[src/rtl/mbox_dispatch_pkg.sv]
// Package: shared constants and types for the outbound mailbox dispatcher.
// Assumes a 32-bit message word and an 8-bit host register address.
package mbox_dispatch_pkg;

    localparam int MSG_W      = 32;   // message word width
    localparam int CH_FIELD_W = 4;    // channel tag width in the word
    localparam int REG_AW     = 8;    // host register address width

    localparam logic [REG_AW-1:0] SEND_BASE = 8'hA0;  // send window base
    localparam logic [REG_AW-1:0] STAT_ADDR = 8'hB8;  // queue status

    localparam int STAT_FULL_BIT  = 31;
    localparam int STAT_EMPTY_BIT = 30;
    localparam int STAT_CNT_W     = 8;

    typedef logic [MSG_W-1:0] msg_word_t;

    // What the delivery register takes in a given cycle
    typedef enum logic [1:0] {
        SEL_NONE   = 2'd0,
        SEL_DIRECT = 2'd1,
        SEL_QUEUE  = 2'd2
    } deliver_sel_e;

endpackage

[src/rtl/mbox_send_decode.sv]
// Module: mbox_send_decode
// Recognises a host send in the write window and turns the channel tag
// into a one-hot vector. It also reports whether the tag names an existing
// channel and whether that channel is idle.
// Assumes NCH <= 2**CH_FIELD_W. Purely combinational.
module mbox_send_decode
    import mbox_dispatch_pkg::*;
#(
    parameter int NCH = 9
) (
    input  logic              wr_en,
    input  logic [REG_AW-1:0] wr_addr,
    input  msg_word_t         wr_data,
    input  logic [NCH-1:0]    ch_busy,
    output logic              is_send,
    output logic              chan_ok,
    output logic              chan_idle,
    output logic [NCH-1:0]    chan_oh
);

    logic [CH_FIELD_W-1:0] tag;

    // Window match: the upper address bits equal those of the send base
    always_comb begin
        is_send = wr_en && (wr_addr[REG_AW-1:4] == SEND_BASE[REG_AW-1:4]);
    end

    // Tag to one-hot; an out-of-range tag gives an all-zero vector
    always_comb begin
        tag     = wr_data[CH_FIELD_W-1:0];
        chan_oh = '0;
        for (int i = 0; i < NCH; i++) begin
            if (tag == CH_FIELD_W'(i)) begin
                chan_oh[i] = 1'b1;
            end
        end
    end

    // Existence and idle state of the addressed channel
    always_comb begin
        chan_ok   = |chan_oh;
        chan_idle = |(chan_oh & ~ch_busy);
    end

endmodule

[src/rtl/mbox_out_fifo.sv]
// Module: mbox_out_fifo
// Circular first-in first-out store for outbound words, with an occupancy
// count. Head data is visible combinationally.
// Assumes the caller never pushes when full or pops when empty. Push and pop
// in the same cycle are allowed. DEPTH >= 2.
module mbox_out_fifo
    import mbox_dispatch_pkg::*;
#(
    parameter int DEPTH = 8,
    localparam int PTR_W = $clog2(DEPTH),
    localparam int CNT_W = $clog2(DEPTH + 1)
) (
    input  logic             clk,
    input  logic             rst_n,
    input  logic             push,
    input  msg_word_t        push_data,
    input  logic             pop,
    output msg_word_t        head,
    output logic [CNT_W-1:0] count,
    output logic             full,
    output logic             empty
);

    localparam logic [PTR_W-1:0] LAST = PTR_W'(DEPTH - 1);

    msg_word_t        mem [DEPTH];
    logic [PTR_W-1:0] wr_ptr;
    logic [PTR_W-1:0] rd_ptr;

    // Storage write; contents need no reset because the count guards them
    always_ff @(posedge clk) begin
        if (push) begin
            mem[wr_ptr] <= push_data;
        end
    end

    // Pointer and count update, with wrap for any depth
    always_ff @(posedge clk) begin
        if (!rst_n) begin
            wr_ptr <= '0;
            rd_ptr <= '0;
            count  <= '0;
        end else begin
            if (push) begin
                wr_ptr <= (wr_ptr == LAST) ? '0 : wr_ptr + 1'b1;
            end
            if (pop) begin
                rd_ptr <= (rd_ptr == LAST) ? '0 : rd_ptr + 1'b1;
            end
            case ({push, pop})
                2'b10:   count <= count + 1'b1;
                2'b01:   count <= count - 1'b1;
                default: count <= count;
            endcase
        end
    end

    // Head word and occupancy flags
    always_comb begin
        head  = mem[rd_ptr];
        full  = (count == CNT_W'(DEPTH));
        empty = (count == '0);
    end

endmodule

[src/rtl/mbox_route_ctrl.sv]
// Module: mbox_route_ctrl
// Chooses, each cycle, between a direct send, delivery from the queue head,
// or nothing. It also decides queue pushes and discards, and registers the
// delivery strobe, the delivered word and the discard pulse.
// Assumes the queue holds only words with valid channel tags.
module mbox_route_ctrl
    import mbox_dispatch_pkg::*;
#(
    parameter int NCH = 9
) (
    input  logic           clk,
    input  logic           rst_n,
    input  logic           is_send,
    input  logic           chan_ok,
    input  logic           chan_idle,
    input  logic [NCH-1:0] chan_oh,
    input  msg_word_t      wr_data,
    input  logic [NCH-1:0] ch_busy,
    input  logic           q_full,
    input  logic           q_empty,
    input  msg_word_t      q_head,
    output logic           q_push,
    output logic           q_pop,
    output logic [NCH-1:0] ch_valid,
    output msg_word_t      ch_data,
    output logic           drop_err
);

    logic [NCH-1:0] head_oh;
    logic           head_idle;
    logic           accept;
    logic           drop;
    deliver_sel_e   sel;

    // One-hot channel of the queue head
    always_comb begin
        head_oh = '0;
        for (int i = 0; i < NCH; i++) begin
            if (q_head[CH_FIELD_W-1:0] == CH_FIELD_W'(i)) begin
                head_oh[i] = 1'b1;
            end
        end
        head_idle = |(head_oh & ~ch_busy);
    end

    // Send disposition: discard, direct, or queue
    always_comb begin
        accept = is_send && !q_full && chan_ok;
        drop   = is_send && (q_full || !chan_ok);
        q_push = accept && !chan_idle;
    end

    // Delivery slot arbitration: a direct send wins over the queue head
    always_comb begin
        if (accept && chan_idle) begin
            sel = SEL_DIRECT;
        end else if (!q_empty && head_idle) begin
            sel = SEL_QUEUE;
        end else begin
            sel = SEL_NONE;
        end
        q_pop = (sel == SEL_QUEUE);
    end

    // Output registers: strobe, word and discard pulse
    always_ff @(posedge clk) begin
        if (!rst_n) begin
            ch_valid <= '0;
            ch_data  <= '0;
            drop_err <= 1'b0;
        end else begin
            drop_err <= drop;
            unique case (sel)
                SEL_DIRECT: begin
                    ch_valid <= chan_oh;
                    ch_data  <= wr_data;
                end
                SEL_QUEUE: begin
                    ch_valid <= head_oh;
                    ch_data  <= q_head;
                end
                default: begin
                    ch_valid <= '0;
                    ch_data  <= ch_data;
                end
            endcase
        end
    end

endmodule

[src/rtl/mbox_out_dispatch.sv]
// Module: mbox_out_dispatch (top)
// Host-to-channel message path. It decodes host sends and routes each word
// directly, or through the outbound queue, by its channel tag. It discards
// sends when the queue is full or the tag is invalid, and exposes the queue
// status for host reads.
// Assumes NCH <= 16, DEPTH <= 255 and a synchronous active-low reset.
module mbox_out_dispatch
    import mbox_dispatch_pkg::*;
#(
    parameter int NCH   = 9,
    parameter int DEPTH = 8,
    localparam int CNT_W = $clog2(DEPTH + 1)
) (
    input  logic              clk,
    input  logic              rst_n,
    input  logic              wr_en,
    input  logic [REG_AW-1:0] wr_addr,
    input  logic [MSG_W-1:0]  wr_data,
    input  logic [REG_AW-1:0] rd_addr,
    output logic [MSG_W-1:0]  rd_data,
    input  logic [NCH-1:0]    ch_busy,
    output logic [NCH-1:0]    ch_valid,
    output logic [MSG_W-1:0]  ch_data,
    output logic              drop_err
);

    logic             is_send;
    logic             chan_ok;
    logic             chan_idle;
    logic [NCH-1:0]   chan_oh;
    logic             q_push;
    logic             q_pop;
    msg_word_t        q_head;
    logic [CNT_W-1:0] fifo_cnt;
    logic             fifo_full;
    logic             fifo_empty;
    msg_word_t        stat_word;

    mbox_send_decode #(.NCH(NCH)) u_decode (
        .wr_en     (wr_en),
        .wr_addr   (wr_addr),
        .wr_data   (wr_data),
        .ch_busy   (ch_busy),
        .is_send   (is_send),
        .chan_ok   (chan_ok),
        .chan_idle (chan_idle),
        .chan_oh   (chan_oh)
    );

    mbox_out_fifo #(.DEPTH(DEPTH)) u_fifo (
        .clk       (clk),
        .rst_n     (rst_n),
        .push      (q_push),
        .push_data (wr_data),
        .pop       (q_pop),
        .head      (q_head),
        .count     (fifo_cnt),
        .full      (fifo_full),
        .empty     (fifo_empty)
    );

    mbox_route_ctrl #(.NCH(NCH)) u_route (
        .clk       (clk),
        .rst_n     (rst_n),
        .is_send   (is_send),
        .chan_ok   (chan_ok),
        .chan_idle (chan_idle),
        .chan_oh   (chan_oh),
        .wr_data   (wr_data),
        .ch_busy   (ch_busy),
        .q_full    (fifo_full),
        .q_empty   (fifo_empty),
        .q_head    (q_head),
        .q_push    (q_push),
        .q_pop     (q_pop),
        .ch_valid  (ch_valid),
        .ch_data   (ch_data),
        .drop_err  (drop_err)
    );

    // Status word assembly: full, empty and entry count
    always_comb begin
        stat_word                              = '0;
        stat_word[STAT_FULL_BIT]               = fifo_full;
        stat_word[STAT_EMPTY_BIT]              = fifo_empty;
        stat_word[STAT_CNT_W-1:0]              = STAT_CNT_W'(fifo_cnt);
    end

    // Host read mux: only the status address returns data
    always_comb begin
        rd_data = (rd_addr == STAT_ADDR) ? stat_word : '0;
    end

endmodule

[config.mk]
export PLATFORM = sky130hd
export DESIGN_NAME = mbox_out_dispatch
export DESIGN_NICKNAME = d
export VERILOG_FILES = /design/src/rtl/mbox_dispatch_pkg.sv /design/src/rtl/mbox_send_decode.sv /design/src/rtl/mbox_out_fifo.sv /design/src/rtl/mbox_route_ctrl.sv /design/src/rtl/mbox_out_dispatch.sv
export SDC_FILE = /design/constraint.sdc
export NUM_CORES = 1
export LEC_CHECK = 0
export BUFFER_PORTS_ARGS = -buffer_cell sky130_fd_sc_hd__buf_2
export CORE_UTILIZATION = 60
export DETAILED_ROUTE_END_ITERATION = 16
export PLACE_DENSITY = 0.86
export SLEW_MARGIN = 25
export SYNTH_ARGS = -nofsm -noshare
export SYNTH_HDL_FRONTEND = slang
export SYNTH_SLANG_ARGS = --single-unit
[constraint.sdc]
create_clock -name clk -period 14.05 [get_ports clk]
set_input_delay 2.1075 -clock clk [delete_from_list [all_inputs] [get_ports clk]]
set_output_delay 2.1075 -clock clk [all_outputs]
set_load 0.05 [all_outputs]
Yosys cells after proc, flatten, opt, wreduce, memory -nomap -nowiden
Memories as Yosys holds them, arrays and structs flattened. A register that Yosys moved wholly into a read port is not among the register bits.
Cells that the tools add are included.
W data, S select, Z words.
{"block": "totals", "register_bits": 52, "ramBits": 256, "in_bits": 60, "out_inout_bits": 74, "word_cells": 89, "n_memories": 1}
{"block": "op_classes", "addsub": 4, "n_eq_ne": 25, "muxes": 30, "bitwise": 3, "reduce_logical": 20}
{"memory": "u_fifo.mem", "words": 8, "width": 32, "read_ports": 1, "rd_clocked_by_memory_dff": 1, "write_ports": 1, "line": "mbox_out_fifo.sv:26", "rtl": "msg_word_t mem [DEPTH];"}
{"operator": "$pmux W32 S2", "count": 1}
{"operator": "$eq A4 B3 Y1 const B", "count": 8}
{"operator": "$mux W32", "count": 1}
{"operator": "$reduce_or A9 Y1", "count": 3}
{"operator": "$mux W1", "count": 20}
{"operator": "$and A9 B9 Y9", "count": 2}
{"operator": "$pmux W9 S2", "count": 1}
{"operator": "$eq A4 B2 Y1 const B", "count": 4}
{"operator": "$eq A4 B4 Y1 const B", "count": 4}
{"operator": "$logic_not A4 Y1", "count": 3}
{"operator": "$mux W3", "count": 4}
{"operator": "$not A9 Y9", "count": 1}
{"operator": "$eq A4 B1 Y1 const B", "count": 2}
{"operator": "$eq A8 B8 Y1 const B", "count": 1}
{"operator": "$pmux W4 S2", "count": 1}
{"operator": "$logic_and A1 B1 Y1", "count": 7}
{"operator": "$add A3 B1 Y3 const B", "count": 2}
{"operator": "$eq A3 B3 Y1 const B", "count": 2}
{"operator": "$add A4 B1 Y4 const B", "count": 1}
{"operator": "$eq A2 B1 Y1 const B", "count": 2}
{"operator": "$eq A2 B2 Y1 const B", "count": 2}
{"operator": "$logic_not A1 Y1", "count": 4}
{"operator": "$mux W2", "count": 2}
{"operator": "$reduce_bool A2 Y1", "count": 2}
{"operator": "other kinds (2)", "count": 2}

Longest topological paths before layout
Gate-level depths: netlist (run 1).
{"block": "depth", "word_depth": 10, "depth_mapped": 16, "ltp_nobuf": 13}

By module
A second synthesis (run 1) with hierarchy kept.
{"block": "unflattened", "hier_cells": 801, "hier_area_um2": 13246.5}
{"mod": "mbox_out_fifo", "n_inst": 1, "cells_each": 444, "area_each_um2": 10440.0, "seq_area_each_um2": 7947.6}
{"mod": "mbox_route_ctrl", "n_inst": 1, "cells_each": 281, "area_each_um2": 2277.2, "seq_area_each_um2": 840.8}
{"mod": "mbox_out_dispatch", "n_inst": 1, "cells_each": 41, "area_each_um2": 306.5, "seq_area_each_um2": 0.0}
{"mod": "mbox_send_decode", "n_inst": 1, "cells_each": 35, "area_each_um2": 222.7, "seq_area_each_um2": 0.0}

Worst setup path before layout (run 1)
OpenSTA, ideal clock, no wires.
{"block": "synth_path", "path_type": "in2reg", "from": "input port wr_data[2]", "to": "memory u_fifo.mem[0][0] (netlist name), enable pin", "setup_ps": 461, "arrival_time_ps": 5880, "required_ps": 13589, "slack_ps": 7709, "cell_stages": 8, "path_buffers": 2, "path_cell_list": "clkbuf_1 or3_1 a22o_1 nor4_1 nand2b_1 clkbuf_1 or2_2 nor3_1"}
{"block": "synth_via", "elab_chain_cells": 8}
{"item": "from (decl)", "line": "mbox_out_dispatch.sv:18", "rtl": "input logic [MSG_W-1:0] wr_data,"}
{"item": "$eq A4 B1 Y1 (tied with other cells)", "line": "mbox_send_decode.sv:33", "rtl": "if (tag == CH_FIELD_W'(i)) begin"}
{"item": "$mux W1", "line": "mbox_send_decode.sv:33"}
{"item": "$and A9 B9 Y9", "line": "mbox_send_decode.sv:42", "rtl": "chan_idle = |(chan_oh & ~ch_busy);"}
{"item": "$reduce_or A9 Y1", "line": "mbox_send_decode.sv:42"}
{"item": "$logic_not A1 Y1", "line": "mbox_route_ctrl.sv:50", "rtl": "q_push = accept && !chan_idle;"}
{"item": "$logic_and A1 B1 Y1 *", "line": "mbox_route_ctrl.sv:50"}
{"item": "$mux W1 *", "line": "mbox_out_fifo.sv:32", "rtl": "if (push) begin"}
{"item": "$mux W1 (not written as such) *", "line": "mbox_out_fifo.sv:33", "rtl": "mem[wr_ptr] <= push_data;"}
{"item": "to (decl)", "line": "mbox_out_fifo.sv:26"}
Every way passes the cells marked *; elsewhere a longest branch is shown, timed or not.

Worst setup path in the final report (run 1)
{"block": "layout_path", "from": "input port rd_addr[6]", "to": "output port rd_data[31]"}
{"block": "layout_via", "elab_chain_cells": 2}
{"item": "from (decl)", "line": "mbox_out_dispatch.sv:19", "rtl": "input logic [REG_AW-1:0] rd_addr,"}
{"item": "$eq A8 B8 Y1", "line": "mbox_out_dispatch.sv:91", "rtl": "rd_data = (rd_addr == STAT_ADDR) ? stat_word : '0;"}
{"item": "$mux W32", "line": "mbox_out_dispatch.sv:91"}
{"item": "to (decl)", "line": "mbox_out_dispatch.sv:20", "rtl": "output logic [MSG_W-1:0] rd_data,"}
No other way between the ends.

==> impl_metrics.py, run 1 <==
metrics = {
    "status": {
        "status": "finished clean",
    },
    "pwr": {
        "ir_drop_v": 0.000110,
        "leakage_nw": 4.79,
        "finalPower_mw": 1.90,
        "power_density_nw_per_um2": 131,
    },
    "sta": {
        "rsz0062_at_grt": "false",
        "fmax_ghz": 0.183,
        "fin_setup_tns_ns": 0,
        "hold_ws_ns": 0.509,
        "setup_violations": 0,
        "finalHoldViolCount": 0,
        "worst_pin_slew_ns": 1.05,
        "timing.slew.headroom": 0.296,
        "finalClockSkew_ns": 0.0152,
        "min_period_over_period": 0.389,
        "worst_slack_ns": 8.58,
        "fin_crit_ns": 5.47,
        "drv_slew": 0,
    },
    "route": {
        "vias_per_cell": 6.57,
        "vias": 7624,
        "ant_nets": 0,
        "drtPass1Iterations": 5,
        "wl_per_cell_microns": 24.8,
        "drt_iter0_markers": 797,
        "drc": 0,
        "totalWireLength_microns": 28800,
    },
    "clock_tree": {
        "cts_root_buffer": "clkbuf_16",
        "clockBufferDepth": 3,
        "clk_pin_slew_ns": 0.07,
        "clkSinkCount": 311,
        "post_cts_resized": 0,
        "postCtsSetupBuffers": 0,
        "cts_buffers": 30,
        "htree_levels": 1,
        "cts_tree": "done",
        "clk_latency_ns": 0.56,
        "cts-hold-fix-buffers": 0,
    },
    "floorplan": {
        "dieArea_sq_um": 21700,
        "core_area_sq_um": 20500,
        "initial_core_util": 0.619,
        "fp.dieH_microns": 147,
        "rows": 52,
        "ios": 134,
        "chipWidth_microns": 147,
    },
    "final_layout": {
        "num-fill-cells": 1241,
        "drive_gt1_frac": 0.289,
        "area_delta_synth_final_pct": 14.1,
        "num-nets-final": 932,
        "fin_area_sq_um": 14500,
    },
    "place": {
        "pre_cts_ws_ns": 8.29,
        "place.detailed.hpwl_microns": 16100,
        "dpl_cell_area_sq_um": 13400,
        "gp_congestion": 0.809,
        "portBuffers": 103,
    },
    "critical_path": {
        "cpMostUsedCell": "buf_2",
        "cp_top_family": "simple AND/OR/NAND/NOR gates",
        "r2r_setup_slack_ns": 8.93,
        "worstPathArrival_ns": 3.36,
        "slowest_delay_ns": 0.51,
        "endpoint": "rd_data[31]",
        "critPathSlowestCell": "nor4_1",
        "cp-start-kind": "primary input",
        "critical_path_buf_inv_count": 2,
        "regToRegEndpoint": "u_fifo.count[3]",
        "worst-setup-path-type": "primary input to output port",
        "critical_path.startpoint": "rd_addr[6]",
        "critPathRequiredTime_ns": 11.94,
        "cp.depth": 5,
        "crit_path_cell_trace": "buf_2 -> nand4b_1 -> nor4_1 -> and3_1 -> buf_2",
        "path_max_fanout": 6,
        "end_kind": "output port",
        "r2r_cells": 15,
    },
    "run": {
        "maxCapViolations": 0,
    },
    "logic_synthesis": {
        "ys_top_cells_by_count": "edfxtp_1 (256), mux4_2 (65), dfxtp_1 (55), clkbuf_1 (44), nand3_1 (40)",
        "syn_inst": 766,
        "synth_top_area_share": 0.606,
        "yosys_warnings": 0,
        "ys_seq_elements": 311,
        "synthFlopType": "edfxtp_1",
        "synth_edf_count": 256,
        "postSynthAreaPerCell_sq_um": 16.6,
        "async_flop_share": 0,
        "synthTopCellsByArea": "edfxtp_1 (61%), mux4_2 (12%), dfxtp_1 (8.7%)",
        "synth.most_common_cell": "edfxtp_1",
        "synth_cell_type_count": 54,
        "yosysTopAreaCell": "edfxtp_1",
        "seq_area_frac_synth": 0.693,
        "netlist_area_sq_um": 12700,
    },
    "min_path": {
        "min_path_type": "register to register",
    },
    "grt": {
        "grt_max_degree": 51,
        "grt_pass1_wl_microns": 43400,
        "grt_use_total": 0.268,
        "grt_pass1_vias": 7659,
        "antenna_found_initial": 2,
        "grt.overflow.total": 0,
    },
}
state kept, by name, summed over array words and instances, names as in the netlist, named ones only:
register,flops
u_route.ch_data,32
u_fifo.count,4
u_route.ch_valid,9
u_fifo.rd_ptr,3
u_fifo.wr_ptr,3
u_route.drop_err,1
u_fifo.mem,256
area by class of cell:
type | count | area (sq um) | share of cell area
antenna | 2 | 5.00 | 0.000346
clock buffer | 41 | 863 | 0.0597
clock inverter | 15 | 179 | 0.0124
inverter | 6 | 22.5 | 0.00156
multi-input combinational | 394 | 3610 | 0.250
sequential | 311 | 8790 | 0.608
tap | 270 | 338 | 0.0234
timing repair buffer | 121 | 651 | 0.0450
tightest hold or removal path, cell delays in order, from the launching register on:
cell	delay, ns
dfxtp_1	0.31
o21ai_1	0.07
a31oi_1	0.08
per-stage QoR:
stage          utilization  instances
6_report             0.706       1160
5_1_grt              0.706       1158
4_1_cts              0.706       1158
3_5_place_dp         0.655       1102
3_3_place_gp         0.655       1102
2_1_floorplan            -        791
cell families (layout without fill, tap and decap cells):
group | Yosys count | in the layout | share of synthesized area
adder cells (fa/ha/maj) | 8 | 8 | 0.00848
AO/OA/AOI/OAI | 116 | 116 | 0.0661
XOR/XNOR | 3 | 3 | 0.00207
buffers and inverters | 86 | 183 | 0.0344
other | 1 | 28 | 0.000296
flip-flops | 311 | 311 | 0.693
multiplexers | 78 | 78 | 0.126
AND/OR/NAND/NOR | 163 | 163 | 0.0692
layout by cell type, fill, tap and decap left out, drive strengths merged, types with 24 or more instances in the layout:
cell	count
conb	26
a21oi	36
nand3	40
dfxtp	55
nand2	24
edfxtp	256
o31ai	28
buf	121
clkbuf	41
mux4	65
nor2b	29
a2111oi	28
metal layers:
layer | up-vias | global-route usage | routed length (microns)
met1 | 3792 | 0.352 | 10600
met3 | 78 | 0.0463 | 2870
li1 | 3235 | - | -
met4 | 0 | 0.0985 | 760
met2 | 519 | 0.454 | 14600
met5 | - | 0 | 0
worst min path at each step:
stage	slack, ns	start	depth (start not counted)	endpoint
6_report	0.51	u_route.ch_data[3]	2	u_route.ch_data[3]
5_1_grt	0.53	u_fifo.rd_ptr[1]	2	register
4_1_cts	0.49	u_fifo.rd_ptr[1]	2	register
3_5_place_dp	0.48	u_fifo.rd_ptr[0]	2	register
3_3_place_gp	0.46	u_fifo.rd_ptr[1]	2	register
2_1_floorplan	0.45	u_fifo.rd_ptr[1]	2	register
power breakdown:
part	internal, mW	leakage (nW)	switching, mW
clock network	0.503	0.521	0.333
registers	0.997	2.75	0.00117
logic	0.0136	1.52	0.0493
total	1.51	4.79	0.383
(Power assumes the default switching activity.)
==> run 2: changes to the inputs <==
--- a/config.mk
+++ b/config.mk
@@ -5,10 +5,11 @@
 export SDC_FILE = /design/constraint.sdc
 export NUM_CORES = 1
 export LEC_CHECK = 0
+export ABC_AREA = 1
 export BUFFER_PORTS_ARGS = -buffer_cell sky130_fd_sc_hd__buf_2
-export CORE_UTILIZATION = 60
+export CORE_UTILIZATION = 53
 export DETAILED_ROUTE_END_ITERATION = 16
-export PLACE_DENSITY = 0.86
+export PLACE_DENSITY = 0.81
 export SLEW_MARGIN = 25
 export SYNTH_ARGS = -nofsm -noshare
 export SYNTH_HDL_FRONTEND = slang
==> constraint.sdc (replaced) <==
create_clock -name clk -period 4.97 [get_ports clk]
set_input_delay 0.7455 -clock clk [delete_from_list [all_inputs] [get_ports clk]]
set_output_delay 0.7455 -clock clk [all_outputs]
set_load 0.05 [all_outputs]
==> run 2 against run 1 <==
Effect of this change: clock skew decreased by 0.0021 ns; flip-flop and latch count unchanged; critical path depth is 19 higher; synthesized cell count grew 61%; cell count rose by 44%; via count is 24% higher; first-iteration DRC count grew 23%; hold slack worse by 0.053 ns; setup slack got worse by 8.0 ns; register-to-register slack worse by 8.3 ns.
==> impl_metrics.py, run 2 <==
metrics = {
    "route": {
        "vias_per_cell": 5.64,
        "drtPass1Iterations": 5,
        "vias": 9429,
        "drc": 0,
        "met3WireLength_microns": 2340,
        "drt_iter0_markers": 978,
        "top_layer_used": "met4",
        "ant_nets": 0,
        "totalWireLength_microns": 30300,
        "wl_per_cell_microns": 18.1,
        "wl_met1_microns": 11900,
        "wl_met2_microns": 15200,
    },
    "logic_synthesis": {
        "async_flop_share": 0,
        "synthAdderAreaFrac": 0.00817,
        "synth_compound_area_frac": 0.0906,
        "synthFlopType": "edfxtp_1",
        "netlist_area_sq_um": 13200,
        "synth_xor_area_frac": 0.000665,
        "synth.area.mux_share": 0,
        "synthTopCellsByArea": "edfxtp_1 (58%), dfxtp_1 (8.4%), nand2_1 (7.7%)",
        "yosys.area_share.simple": 0.165,
        "synth_cell_type_count": 34,
        "ys_top_cells_by_count": "nand2_1 (271), edfxtp_1 (256), nor2_1 (104), o21ai_0 (100), inv_1 (94)",
        "synth_top_area_share": 0.584,
        "yosys_warnings": 0,
        "seq_area_frac_synth": 0.668,
        "postSynthAreaPerCell_sq_um": 10.6,
        "synth_top_family_by_area": "simple AND/OR/NAND/NOR gates",
        "synth_edf_count": 256,
        "ys_seq_elements": 311,
        "synth.most_common_cell": "nand2_1",
        "syn_inst": 1236,
        "yosysTopAreaCell": "edfxtp_1",
    },
    "floorplan": {
        "fp.dieH_microns": 160,
        "rows": 57,
        "chipWidth_microns": 160,
        "initial_core_util": 0.541,
        "dieArea_sq_um": 25500,
        "ios": 134,
        "core_area_sq_um": 24300,
    },
    "place": {
        "portBuffers": 103,
        "pre_cts_ws_ns": 0.670,
        "gp_congestion": 0.844,
        "dpl_cell_area_sq_um": 13900,
        "place.detailed.hpwl_microns": 17200,
    },
    "status": {
        "status": "finished clean",
    },
    "clock_tree": {
        "post_cts_resized": 0,
        "htree_levels": 1,
        "postCtsSetupBuffers": 0,
        "cts_root_buffer": "clkbuf_16",
        "clockBufferDepth": 3,
        "clkSinkCount": 311,
        "cts_tree": "done",
        "clk_pin_slew_ns": 0.06,
        "cts-hold-fix-buffers": 0,
        "cts_buffers": 31,
        "clk_latency_ns": 0.56,
    },
    "sta": {
        "finalHoldViolCount": 0,
        "min_period_over_period": 0.881,
        "fin_setup_tns_ns": 0,
        "rsz0062_at_grt": "false",
        "timing.slew.headroom": 0.341,
        "drv_slew": 0,
        "worst_slack_ns": 0.590,
        "setup_violations": 0,
        "hold_ws_ns": 0.455,
        "fin_crit_ns": 4.38,
        "worst_pin_slew_ns": 0.987,
        "fmax_ghz": 0.228,
        "finalClockSkew_ns": 0.0131,
    },
    "critical_path": {
        "worstPathArrival_ns": 4.82,
        "cp_top_family": "simple AND/OR/NAND/NOR gates",
        "slowest_delay_ns": 0.59,
        "end_kind": "register",
        "critPathSlowestCell": "dfxtp_4",
        "worst-setup-path-type": "register to register",
        "cp-start-kind": "register",
        "critPathRequiredTime_ns": 5.41,
        "path_max_fanout": 37,
        "crit_path_cell_trace": "clkinv_2 -> nand2_1 -> nand2_1 -> nand2_1 -> nand2_1 -> nand2_1 -> nand2_1 -> nor2_2 -> nand3_1 -> nand2_1 -> nor2_1 -> nand3_2 -> nand3_1 -> inv_1 -> ha_1 -> ha_1 -> nand2_1 -> nor2_1 -> a211oi_1 -> nor2_1 -> nor2_1 -> nand2_1 -> o21ai_0 -> a21oi_1",
        "r2r_setup_slack_ns": 0.59,
        "critical_path_buf_inv_count": 2,
        "cpMostUsedCell": "nand2_1",
    },
    "grt": {
        "grt_use_total": 0.236,
        "grt.overflow.total": 0,
        "grt_max_degree": 53,
        "grt_pass1_vias": 9051,
        "grt_pass1_wl_microns": 47400,
        "antenna_found_initial": 1,
    },
    "pwr": {
        "clkPwrFrac": 0.396,
        "comb_power_share": 0.105,
        "p_seq_frac": 0.500,
        "ir_drop_v": 0.000310,
        "switching_power_mw": 1.45,
        "leakage_nw": 6.02,
        "switching_share": 0.253,
        "p_int_mw": 4.29,
        "power_density_nw_per_um2": 386,
    },
    "final_layout": {
        "fin_area_sq_um": 14900,
        "final_common_cell": "nand2_1",
        "num-nets-final": 1391,
        "num-fill-cells": 1862,
        "regArea_sq_um": 8790,
        "drive_gt1_frac": 0.143,
        "utilization": 0.612,
        "multi_input_area_sq_um": 3630,
        "final_cell_mix": "nand2_1 (270), edfxtp_1 (256), nor2_1 (104), buf_2 (103), o21ai_0 (100)",
        "largest_reg_flops": 256,
        "top_register": "u_fifo.mem",
        "reg_top3": "u_fifo.mem: 256 flops, u_route.ch_data: 32 flops, u_route.ch_valid: 9 flops",
        "area_delta_synth_final_pct": 13.1,
    },
    "run": {
        "maxCapViolations": 0,
    },
    "min_path": {
        "min_path_type": "primary input to register",
    },
}
## run 2: cell types whose count changed in the layout (fill, tap and decap cells not counted), sizes merged, moves of 8 or more
cell     change
o22ai       +31
nand4       +25
o21ai      +102
nand2      +250
nor2        +90
nand3       +46
nor2b       -29
a2111oi     -28
o31ai       -27
mux2i        -8
inv         +90
a32o        +21
mux4        -65
## run 2: stage by stage
| stage | std cells | total power [mW] |
|---|---|---|
| finish | 1673 | 5.74 |
| global route | 1672 | 5.93 |
| CTS | 1671 | 5.76 |
| detailed placement | 1614 | 3.52 |
| global placement | 1614 | 3.50 |
| floorplan | 1261 | 3.37 |
## run 2: tightest hold or removal path: cells and delay by family
family / cells / cell delay [ns]
buffers and inverters: 2 / 0.11
and+or+nand+nor: 2 / 0.12
## run 2: layer usage
| metal | vias up | track usage |
|---|---|---|
| li1 | 4428 | - |
| met1 | 4502 | 0.297 |
| met2 | 439 | 0.417 |
| met3 | 60 | 0.0307 |
| met4 | 0 | 0.0883 |
| met5 | - | 0 |
## run 2: power groups by stage
| stage | clock network, mW | logic [mW] | registers [mW] |
|---|---|---|---|
| finish | 2.27 | 0.602 | 2.87 |
| global route | 2.40 | 0.657 | 2.87 |
| CTS | 2.30 | 0.597 | 2.87 |
| detailed placement | 0 | 0.593 | 2.92 |
| global placement | 0 | 0.576 | 2.92 |
| floorplan | 0 | 0.386 | 2.98 |
## run 2: layout make-up
class	count	share of cell area
Multi-Input combinational cell	755	0.244
Timing Repair Buffer	126	0.0462
Tap cell	324	0.0272
Inverter	98	0.0248
Clock buffer	35	0.0531
Sequential cell	311	0.591
Clock inverter	22	0.0137
Antenna cell	2	0.000336
## run 2: kinds of logic (layout without fill, tap and decap cells)
group	Yosys count	in the layout
compound gates	205	205
buf+inv	195	281
simple gates	515	515
fa+ha+maj	8	8
flops	311	311
xor+xnor	1	1
other cells	1	28
## run 2: worst paths after layout
kind                         to  cells after the start          startpoint
min reg2reg  u_route.ch_data[3]                      2  u_route.ch_data[3]
max reg2reg     u_fifo.count[3]                     24            register
min            u_route.drop_err                      4          wr_addr[4]
max             u_fifo.count[3]                     24            register
==> run 3: changes to the inputs <==
--- a/config.mk
+++ b/config.mk
@@ -7,6 +7,7 @@
 export LEC_CHECK = 0
 export ABC_AREA = 1
 export BUFFER_PORTS_ARGS = -buffer_cell sky130_fd_sc_hd__buf_2
+export CORE_ASPECT_RATIO = 0.7
 export CORE_UTILIZATION = 53
 export DETAILED_ROUTE_END_ITERATION = 16
 export PLACE_DENSITY = 0.81
==> run 3 against run 2 <==
Effect of this change: first-iteration DRC count rose by 25%; largest power group unchanged; critical path type unchanged; flip-flop and latch count stayed put; maximum frequency up 7.4%; die area barely moved; clock-buffer cell count up 3; hold slack improved by 0.00063 ns; highest routed layer is now met5; total power shrank 1.9%; critical endpoint unchanged.
==> impl_metrics.py, run 3 (same netlist as run 2, synthesis figures left out) <==
metrics = {
    "critical_path": {
        "critPathRequiredTime_ns": 5.42,
        "worstPathArrival_ns": 4.53,
        "end_kind": "register",
        "crit_path_cell_trace": "clkinv_2 -> nand2_1 -> nand2_1 -> nand2_1 -> nand2_1 -> nand2_1 -> nand2_1 -> nor2_2 -> nand3_1 -> nand2_1 -> nor2_1 -> nand3_2 -> nand3_1 -> inv_1 -> ha_1 -> ha_1 -> nand2_1 -> nor2_1 -> a211oi_1 -> nor2_1 -> nor2_1 -> nand2_1 -> o21ai_0 -> a21oi_1",
        "cp.depth": 24,
        "critPathSlowestCell": "clkinv_2",
        "cpMostUsedCell": "nand2_1",
        "cp_top_family": "simple AND/OR/NAND/NOR gates",
        "critical_path_buf_inv_count": 2,
        "slowest_delay_ns": 0.53,
        "r2r_cells": 24,
        "worst-setup-path-type": "register to register",
        "cp-start-kind": "register",
        "path_max_fanout": 49,
    },
    "route": {
        "vias": 9517,
        "wl_met2_microns": 14800,
        "top_layer_used": "met5",
        "drt_iter0_markers": 1225,
        "drc": 0,
        "ant_nets": 0,
        "drtPass1Iterations": 5,
        "totalWireLength_microns": 31200,
        "wl_met1_microns": 12900,
        "wl_per_cell_microns": 18.8,
        "vias_per_cell": 5.73,
        "met3WireLength_microns": 2890,
    },
    "place": {
        "dpl_cell_area_sq_um": 13900,
        "dp_cells": 1609,
        "portBuffers": 103,
        "place.detailed.hpwl_microns": 18000,
        "gp_congestion": 0.876,
    },
    "min_path": {
        "min_path_type": "register to register",
        "hold_depth": 2,
    },
    "pwr": {
        "p_int_mw": 4.22,
        "p_seq_frac": 0.507,
        "ir_drop_v": 0.000328,
        "comb_power_share": 0.111,
        "switching_share": 0.252,
        "leakage_nw": 6.00,
        "clkPwrFrac": 0.382,
        "switching_power_mw": 1.42,
        "power_density_nw_per_um2": 380,
    },
    "sta": {
        "drv_slew": 0,
        "worst_pin_slew_ns": 0.931,
        "rsz0062_at_grt": "false",
        "hold_ws_ns": 0.456,
        "fin_setup_tns_ns": 0,
        "fin_crit_ns": 4.08,
        "timing.slew.headroom": 0.379,
        "setup_violations": 0,
        "finalHoldViolCount": 0,
        "min_period_over_period": 0.821,
        "finalClockSkew_ns": 0.0269,
        "fmax_ghz": 0.245,
    },
    "final_layout": {
        "final_cell_mix": "nand2_1 (270), edfxtp_1 (256), nor2_1 (104), buf_2 (103), o21ai_0 (100)",
        "largest_reg_flops": 256,
        "num-nets-final": 1389,
        "area_delta_synth_final_pct": 12.8,
        "drive_gt1_frac": 0.139,
        "final_common_cell": "nand2_1",
        "instances_no_fill": 1662,
        "reg_top3": "u_fifo.mem: 256 flops, u_route.ch_data: 32 flops, u_route.ch_valid: 9 flops",
        "fin_area_sq_um": 14800,
        "top_register": "u_fifo.mem",
    },
    "grt": {
        "grt_use_total": 0.245,
        "grt_pass1_vias": 9055,
        "grt_max_degree": 81,
        "grt_pass1_wl_microns": 48400,
        "grt.overflow.total": 0,
        "antenna_found_initial": 3,
    },
    "clock_tree": {
        "post_cts_resized": 0,
        "clockBufferDepth": 3,
        "cts_root_buffer": "clkbuf_16",
        "clkSinkCount": 311,
        "clk_pin_slew_ns": 0.07,
        "postCtsSetupBuffers": 0,
        "cts-hold-fix-buffers": 0,
        "cts_tree": "done",
        "htree_levels": 1,
        "cts_buffers": 28,
        "clk_latency_ns": 0.56,
    },
    "floorplan": {
        "ios": 134,
        "fp.dieH_microns": 134,
        "dieArea_sq_um": 25500,
        "core_area_sq_um": 24000,
        "initial_core_util": 0.549,
        "chipWidth_microns": 190,
        "rows": 47,
    },
    "run": {
        "maxCapViolations": 0,
    },
    "status": {
        "status": "finished clean",
    },
}
run 3: cell count changes in the layout (fill, tap and decap cells not counted), moves of 2 or more:
cell        change
buf_4           -2
nor3_2          -2
clkbuf_8        +4
clkbuf_16       -2
buf_12          +3
nor3_4          +2
clkinvlp_4      -2
clkinv_2        -3
run 3: metrics by stage:
stage	total power, mW	setup WS [ns]	util
after CTS	5.64	0.950	0.618
after floorplan	3.37	0.540	-
after global routing	5.79	0.486	0.619
after detailed placement	3.53	0.971	0.580
after global placement	3.50	1.09	0.580
final	5.64	0.891	0.619
run 3: area by class of cell:
cell class	count	area, sq um
fillers	1845	9150
multi-input cells	755	3640
clock buffers	38	800
repair buffers	127	733
well taps	318	398
clock inverters	14	114
inverters	98	369
flip-flops and latches	311	8790
diodes	1	2.50
run 3: layer usage:
layer,vias to the layer above,GRT usage
li1,4424,-
met1,4541,0.340
met2,493,0.402
met3,55,0.0390
met4,4,0.0720
met5,-,0
run 3: worst reg2reg max path, stage by stage (launching register included):
cell and delay, ns:
dfxtp_4 0.35, clkinv_2 0.53, nand2_1 0.23, nand2_1 0.07, nand2_1 0.06, nand2_1 0.06
nand2_1 0.05, nand2_1 0.18, nor2_2 0.22, nand3_1 0.10, nand2_1 0.07, nor2_1 0.06
nand3_2 0.08, nand3_1 0.16, inv_1 0.35, ha_1 0.28, ha_1 0.28, nand2_1 0.09
nor2_1 0.04, a211oi_1 0.27, nor2_1 0.07, nor2_1 0.09, nand2_1 0.07, o21ai_0 0.15
a21oi_1 0.06
run 3: power by group through the flow:
| stage | sequential [mW] | combinational [mW] | clock (mW) |
|---|---|---|---|
| floorplan | 2.98 | 0.386 | 0 |
| global placement | 2.91 | 0.591 | 0 |
| detailed placement | 2.91 | 0.613 | 0 |
| CTS | 2.86 | 0.617 | 2.16 |
| global route | 2.86 | 0.679 | 2.26 |
| finish | 2.86 | 0.626 | 2.15 |
run 3: worst paths after layout:
path | startpoint | end | slack, ns
worst max-delay path | register | u_fifo.count[3] | 0.89
worst min-delay path | u_route.ch_data[19] | u_route.ch_data[19] | 0.46
worst max register to register | register | u_fifo.count[3] | 0.89
worst min register to register | u_route.ch_data[19] | u_route.ch_data[19] | 0.46
